## config.mk

```make
export PLATFORM = sky130hd
export DESIGN_NAME = regmem_guard
export DESIGN_NICKNAME = d
export VERILOG_FILES = /design/src/rtl/regmem_pkg.sv /design/src/rtl/regmem_store.sv /design/src/rtl/regmem_lockctl.sv /design/src/rtl/regmem_wiper.sv /design/src/rtl/regmem_guard.sv
export SDC_FILE = /design/constraint.sdc
export NUM_CORES = 2
export LEC_CHECK = 0
export BUFFER_PORTS_ARGS = -buffer_cell sky130_fd_sc_hd__buf_2
export CORE_ASPECT_RATIO = 0.8
export CORE_MARGIN = 2
export CORE_UTILIZATION = 45
export CTS_CLUSTER_SIZE = 12
export DETAILED_ROUTE_END_ITERATION = 7
export PLACE_DENSITY = 0.61
export SYNTH_ARGS = -nofsm -noshare
export SYNTH_HDL_FRONTEND = slang
export SYNTH_SLANG_ARGS = --single-unit
```

## constraint.sdc

```tcl
create_clock -name clk -period 3.7 [get_ports clk]
set_clock_uncertainty 0.05 [all_clocks]
set_input_delay 0 -clock clk [delete_from_list [all_inputs] [get_ports clk]]
set_output_delay 0 -clock clk [all_outputs]
set_load 0.005 [all_outputs]
```

## src/rtl/regmem_pkg.sv

```systemverilog
package regmem_pkg;
  localparam int ADDR_W = 8;
  localparam int DATA_W = 8;

  localparam logic [ADDR_W-1:0] A_FINE   = 8'hF8;
  localparam logic [ADDR_W-1:0] A_COARSE = 8'hF9;
  localparam logic [ADDR_W-1:0] A_CFG    = 8'hFA;
  localparam logic [ADDR_W-1:0] A_KEY_HI = 8'hFB;
  localparam logic [ADDR_W-1:0] A_KEY_LO = 8'hFC;

  localparam logic [ADDR_W-1:0] MID_BASE = 8'h80;
  localparam logic [ADDR_W-1:0] TOP_BASE = 8'hF8;

  localparam logic [DATA_W-1:0] LOCK_HI   = 8'h56;
  localparam logic [DATA_W-1:0] LOCK_LO   = 8'h25;
  localparam logic [DATA_W-1:0] UNLOCK_HI = 8'h67;
  localparam logic [DATA_W-1:0] UNLOCK_LO = 8'h36;

  localparam int N_REGION = 3;

  typedef enum logic [1:0] {
    RG_LOW = 2'd0,
    RG_MID = 2'd1,
    RG_TOP = 2'd2
  } region_e;

  function automatic region_e region_of(input logic [ADDR_W-1:0] a);
    if (a >= TOP_BASE)      return RG_TOP;
    else if (a >= MID_BASE) return RG_MID;
    else                    return RG_LOW;
  endfunction
endpackage

```

## src/rtl/regmem_store.sv

```systemverilog
module regmem_store
  import regmem_pkg::*;
#(
  parameter int AW = ADDR_W,
  parameter int DW = DATA_W
) (
  input  logic          clk,
  input  logic          rst,
  input  logic          wr_en,
  input  logic          rd_en,
  input  logic [AW-1:0] addr,
  input  logic [DW-1:0] wr_data,
  output logic [DW-1:0] rd_word,
  output logic          rd_live
);
  localparam int DEPTH = 1 << AW;

  logic [DW-1:0]    mem [DEPTH];
  logic [DEPTH-1:0] live_q;

  // Array without reset, read-first: maps onto block RAM.
  always_ff @(posedge clk) begin
    if (wr_en) mem[addr] <= wr_data;
    if (rd_en) rd_word <= mem[addr];
  end

  // Written-since-reset bits give the all-zero reset image.
  always_ff @(posedge clk) begin
    if (rst) begin
      live_q  <= '0;
      rd_live <= 1'b0;
    end else begin
      if (wr_en) live_q[addr] <= 1'b1;
      if (rd_en) rd_live <= live_q[addr];
    end
  end

  p_live_clear_r1 : assert property (@(posedge clk) rst |=> !rd_live);
endmodule

```

## src/rtl/regmem_lockctl.sv

```systemverilog
module regmem_lockctl
  import regmem_pkg::*;
#(
  parameter int AW = ADDR_W,
  parameter int DW = DATA_W
) (
  input  logic          clk,
  input  logic          rst,
  input  logic          wr_en,
  input  logic [AW-1:0] addr,
  input  logic [DW-1:0] wr_data,
  input  logic          hw_wp,
  output logic          wr_ok,
  output logic          wp_error
);
  logic                locked_q;
  logic [N_REGION-1:0] guard_q;
  logic [DW-1:0]       key_hi_q;
  logic                refuse;
  region_e             rgn;
  logic                is_key;

  assign rgn    = region_of(addr);
  assign is_key = (addr == A_KEY_HI) || (addr == A_KEY_LO);

  always_comb begin
    refuse = 1'b0;
    if (hw_wp)
      refuse = 1'b1;
    else if (is_key)
      refuse = 1'b0;
    else if (addr == A_CFG)
      refuse = locked_q && (guard_q[RG_TOP] || (wr_data[1:0] != guard_q[1:0]));
    else
      refuse = locked_q && guard_q[rgn];
  end

  assign wr_ok = wr_en && !refuse;

  always_ff @(posedge clk) begin
    if (rst) begin
      locked_q <= 1'b0;
      guard_q  <= '0;
      key_hi_q <= '0;
      wp_error <= 1'b0;
    end else begin
      wp_error <= wr_en && refuse;
      if (wr_ok && addr == A_CFG)    guard_q  <= wr_data[N_REGION-1:0];
      if (wr_ok && addr == A_KEY_HI) key_hi_q <= wr_data;
      if (wr_ok && addr == A_KEY_LO) begin
        if (key_hi_q == LOCK_HI && wr_data == LOCK_LO)
          locked_q <= 1'b1;
        else if (key_hi_q == UNLOCK_HI && wr_data == UNLOCK_LO)
          locked_q <= 1'b0;
      end
    end
  end

  p_hw_refuse_r11 : assert property (@(posedge clk) disable iff (rst)
    (wr_en && hw_wp) |=> wp_error);
  p_no_write_no_err_r12 : assert property (@(posedge clk) disable iff (rst)
    !wr_en |=> !wp_error);
  p_lock_needs_key_r7 : assert property (@(posedge clk) disable iff (rst)
    !(wr_en && addr == A_KEY_LO) |=> $stable(locked_q));
  p_cfg_frozen_r10 : assert property (@(posedge clk) disable iff (rst)
    (locked_q && guard_q[RG_TOP]) |=> $stable(guard_q));
  p_key_open_r9 : assert property (@(posedge clk) disable iff (rst)
    (wr_en && is_key && !hw_wp) |=> !wp_error);
endmodule

```

## src/rtl/regmem_wiper.sv

```systemverilog
module regmem_wiper
  import regmem_pkg::*;
#(
  parameter int AW         = ADDR_W,
  parameter int DW         = DATA_W,
  parameter int COARSE_MAX = 99
) (
  input  logic                                  clk,
  input  logic                                  rst,
  input  logic                                  we,
  input  logic [AW-1:0]                         addr,
  input  logic [DW-1:0]                         wr_data,
  output logic [DW-1:0]                         wiper_fine,
  output logic [$clog2(COARSE_MAX+1)-1:0]       wiper_coarse
);
  localparam int CW = $clog2(COARSE_MAX + 1);
  localparam logic [DW-1:0] LOW_MASK = {1'b0, {(DW-1){1'b1}}};

  logic [DW-1:0] low_part;
  logic [CW-1:0] coarse_next;

  assign low_part    = wr_data & LOW_MASK;
  assign coarse_next = (low_part > DW'(COARSE_MAX)) ? CW'(COARSE_MAX) : CW'(low_part);

  always_ff @(posedge clk) begin
    if (rst) begin
      wiper_fine   <= '0;
      wiper_coarse <= '0;
    end else if (we) begin
      if (addr == A_FINE)   wiper_fine   <= wr_data;
      if (addr == A_COARSE) wiper_coarse <= coarse_next;
    end
  end

  p_coarse_cap_r5 : assert property (@(posedge clk) disable iff (rst)
    wiper_coarse <= CW'(COARSE_MAX));
  p_fine_hold_r4 : assert property (@(posedge clk) disable iff (rst)
    !(we && addr == A_FINE) |=> $stable(wiper_fine));
endmodule

```

## src/rtl/regmem_guard.sv

```systemverilog
module regmem_guard
  import regmem_pkg::*;
#(
  parameter int COARSE_MAX = 99
) (
  input  logic                                  clk,
  input  logic                                  rst,
  input  logic                                  wr_en,
  input  logic                                  rd_en,
  input  logic [ADDR_W-1:0]                     addr,
  input  logic [DATA_W-1:0]                     wr_data,
  input  logic                                  hw_wp,
  output logic [DATA_W-1:0]                     rd_data,
  output logic                                  wp_error,
  output logic [DATA_W-1:0]                     wiper_fine,
  output logic [$clog2(COARSE_MAX+1)-1:0]       wiper_coarse
);
  localparam logic [DATA_W-1:0] CFG_MASK = DATA_W'((1 << N_REGION) - 1);
  localparam logic [DATA_W-1:0] COARSE_MASK = {1'b0, {(DATA_W-1){1'b1}}};

  logic              wr_ok;
  logic [DATA_W-1:0] rd_word;
  logic              rd_live;
  logic [DATA_W-1:0] rd_mask_q;

  regmem_lockctl #(.AW(ADDR_W), .DW(DATA_W)) u_lock (
    .clk(clk), .rst(rst), .wr_en(wr_en), .addr(addr), .wr_data(wr_data),
    .hw_wp(hw_wp), .wr_ok(wr_ok), .wp_error(wp_error)
  );

  regmem_store #(.AW(ADDR_W), .DW(DATA_W)) u_store (
    .clk(clk), .rst(rst), .wr_en(wr_ok), .rd_en(rd_en), .addr(addr),
    .wr_data(wr_data), .rd_word(rd_word), .rd_live(rd_live)
  );

  regmem_wiper #(.AW(ADDR_W), .DW(DATA_W), .COARSE_MAX(COARSE_MAX)) u_wiper (
    .clk(clk), .rst(rst), .we(wr_ok), .addr(addr), .wr_data(wr_data),
    .wiper_fine(wiper_fine), .wiper_coarse(wiper_coarse)
  );

  // Read-side field mask, captured with the read strobe.
  always_ff @(posedge clk) begin
    if (rst)
      rd_mask_q <= '0;
    else if (rd_en) begin
      if (addr == A_CFG)         rd_mask_q <= CFG_MASK;
      else if (addr == A_COARSE) rd_mask_q <= COARSE_MASK;
      else                       rd_mask_q <= '1;
    end
  end

  assign rd_data = rd_live ? (rd_word & rd_mask_q) : '0;

  p_rd_hold_r2 : assert property (@(posedge clk) disable iff (rst)
    !rd_en |=> $stable(rd_data));
  p_reset_out_r1 : assert property (@(posedge clk)
    rst |=> (rd_data == '0 && !wp_error && wiper_fine == '0 && wiper_coarse == '0));
endmodule

```

==> flow_summary.yaml <==
placed_design:
  dp_hpwl_um: 159000
  io_buffers: 44
  dpl.cell_count: 7604
  gp_congestion: 0.904
routing:
  drtIter0Drc: 7200
  drc: 0
  routedWlPerCell_um: 31.9
  routed_wl_um: 254000
  via_per_inst: 6.24
  final_antenna_net_count: 0
  drtPass1Iterations: 6
  vias: 49700
synthesis:
  ys_warn_count: 0
  ys_seq_elements: 2344
  synth_nets: 4706
  yosysMostFrequentCell: "edfxtp_1"
  synthArstFlopShare: 0
  yosysSeqAreaShare: 0.741
  synth_flop_cell: "edfxtp_1"
  synth.area.top_cells: "edfxtp_1 68%, mux4_2 16%, dfxtp_1 6.3%, nor2_1 2.2%, a31oi_1 1.7%"
  synth_top_area_share: 0.678
  synth_common_cells: "2056 x edfxtp_1, 656 x mux4_2, 536 x nor2_1"
  synth.distinct_cells: 66
  syn_area_mm2: 0.0911
  yosysTopAreaCell: "edfxtp_1"
  synth-edff-count: 2056
  syn_area_per_cell_um2: 19.4
  syn_inst: 4685
critical_path:
  cpPeakStageDelay_ns: 0.61
  crit_family: "buffers and inverters"
  cp_max_fo: 23
  cp-start-kind: "flop"
  slowest_stage: "dlygate4sd3_1"
  crit_type: "flop to flop"
  worst_ep_required_time_ns: 4.45
  path_cells: "xor2_1 -> nor4_1 -> o21ai_2 -> buf_4 -> a2111oi_4 -> dlygate4sd3_1 -> buf_4 -> nand3_1 -> a21oi_1 -> dlygate4sd3_1"
  end_kind: "flop"
  arrival_ns: 4.23
  worstPathBufferInverterCount: 4
global_route:
  grt_use_total: 0.247
  grt_start_max_net_pins: 196
  grt-ovfl-total: 0
  grt_pass1_vias: 47900
  grt_pass1_wl_um: 363000
  antenna_found_initial: 10
die:
  initial_utilization: 0.453
  rows: 147
  dieArea_mm2: 0.206
  coreArea_mm2: 0.201
  ioPinCount: 45
  die_w_um: 507
  die_y_um: 406
sta:
  setup_viol: 0
  tightest_slew_ns: 1.24
  slew_headroom: 0.173
  finalMaxSlewViolations: 0
  fmax_mhz: 288
  fin_tns_setup_ns: 0
  rsz0062_at_grt: "no"
  finalCriticalPeriod_ns: 3.48
  post-route-period-util: 0.939
  hold_violations: 0
clock_network:
  htreeDepth: 4
  cts_setup_buffers: 0
  cts.clk_slew.worst_paths_ns: 0.06
  clk_latency_ns: 0.86
  clockBufferDepth: 3
  root_buffer: "clkbuf_16"
  numCtsBuffers: 222
  cts_tree: "yes"
  cts_sinks: 2344
finish:
  area_growth_pct: 14.7
  final_nets: 5191
  fin_cells: 7975
  fillers: 15700
  drive_above_1_share: 0.292
pwr:
  leakage_nw: 33.4
  intPower_w: 0.0411
  p_per_area_mw_per_mm2: 503
  power.share.switching: 0.218
  p_sw_w: 0.0115
  combPwrFrac: 0.056
  clkPwrFrac: 0.397
  p_seq_frac: 0.548
  ir_drop_v: 0.000518
  total_power_w: 0.0526
job:
  maxCapViolCount: 0
status:
  outcome: "finished clean"
hold_path:
  hold_path.class: "primary input to flop"
==> worst register-to-register path: stages (launching register included) <==
cell	delay, ns
dfxtp_1	0.33
xor2_1	0.17
nor4_1	0.36
o21ai_2	0.24
buf_4	0.21
a2111oi_4	0.27
dlygate4sd3_1	0.61
buf_4	0.32
nand3_1	0.14
a21oi_1	0.16
dlygate4sd3_1	0.56
==> cell type report <==
class                   count  area, um2  area share
clock inverters            29        348     0.00333
well taps                2682       3360      0.0321
repair buffers            604       5120      0.0490
flip-flops and latches   2344      67500       0.646
multi-input cells        1990      22100       0.211
clock buffers             316       6060      0.0580
inverters                   8       37.5    0.000359
diodes                      2       5.00   0.0000479
==> metrics by stage <==
step                instance area [um2]  setup WS [ns]  hold slack, ns   util
finish                           105000          0.224          0.0511  0.520
global route                     105000         0.0121          0.0586  0.520
CTS                              105000          0.338          0.0180  0.520
detailed placement                97900          0.317           0.244  0.487
global placement                  97900          0.285           0.247  0.487
floorplan                         91100           1.06          0.0456      -
==> registers in the layout, summed over array words and instances, names as in the netlist <==
name / cells
u_store.rd_live: 1
u_store.mem: 2048
u_wiper.wiper_fine: 8
u_lock.key_hi_q: 8
rd_mask_q: 3
u_lock.wp_error: 1
u_store.live_q: 256
u_store.rd_word: 8
u_lock.guard_q: 3
u_lock.locked_q: 1
u_wiper.wiper_coarse: 7
==> cell usage in the layout, fill, tap and decap left out, drive strengths merged, types with 44 or more instances in the layout <==
cell type | netlist | final
dfxtp | 288 | 288
clkbuf | 171 | 318
mux4 | 656 | 656
edfxtp | 2056 | 2056
nand2 | 107 | 107
nand3 | 45 | 45
mux2i | 44 | 44
a31oi | 245 | 245
a22oi | 74 | 74
buf | 172 | 578
a21oi | 58 | 58
nor2 | 536 | 536
==> final timing paths <==
path / startpoint / to / slack, ns / cells after the start
worst max-delay path: u_lock.guard_q[0] / u_wiper.wiper_fine[5] / 0.22 / 10
worst min-delay path: wr_data[1] / u_store.mem[221][1] / 0.05 / 2
worst max register to register: u_lock.guard_q[0] / u_wiper.wiper_fine[5] / 0.22 / 10
worst min register to register: u_store.live_q[23] / u_store.live_q[23] / 0.41 / 2
==> power groups by stage <==
stage	Combinational [W]	Sequential [W]	Clock (W)
final	0.00293	0.0288	0.0209
after global routing	0.00307	0.0288	0.0222
after CTS	0.00294	0.0288	0.0212
after detailed placement	0.00291	0.0294	0
after global placement	0.00289	0.0294	0
after floorplan	0.00146	0.0293	0
==> what timing repair did <==
| action | 4_1_cts | 5_1_grt |
|---|---|---|
| endpoints found under the hold margin | 1335 | 0 |
| gates resized for setup | 0 | 0 |
| hold buffers | 24 | 0 |
| setup endpoints to repair | 0 | 0 |
==> layer usage <==
metal	vias up	global-route usage	routed length (um)
li1	20100	-	-
met5	-	0	65
met1	26500	0.373	108000
met2	2769	0.360	113000
met4	6	0.0652	6500
met3	351	0.0607	27300
==> cells by family after synthesis <==
logic type,synth area share
compound gates,0.0383
mux,0.167
simple gates,0.0351
xor+xnor,0.000192
flops,0.741
buf+inv,0.0185
No activity file was read; power rests on OpenSTA's default activity.
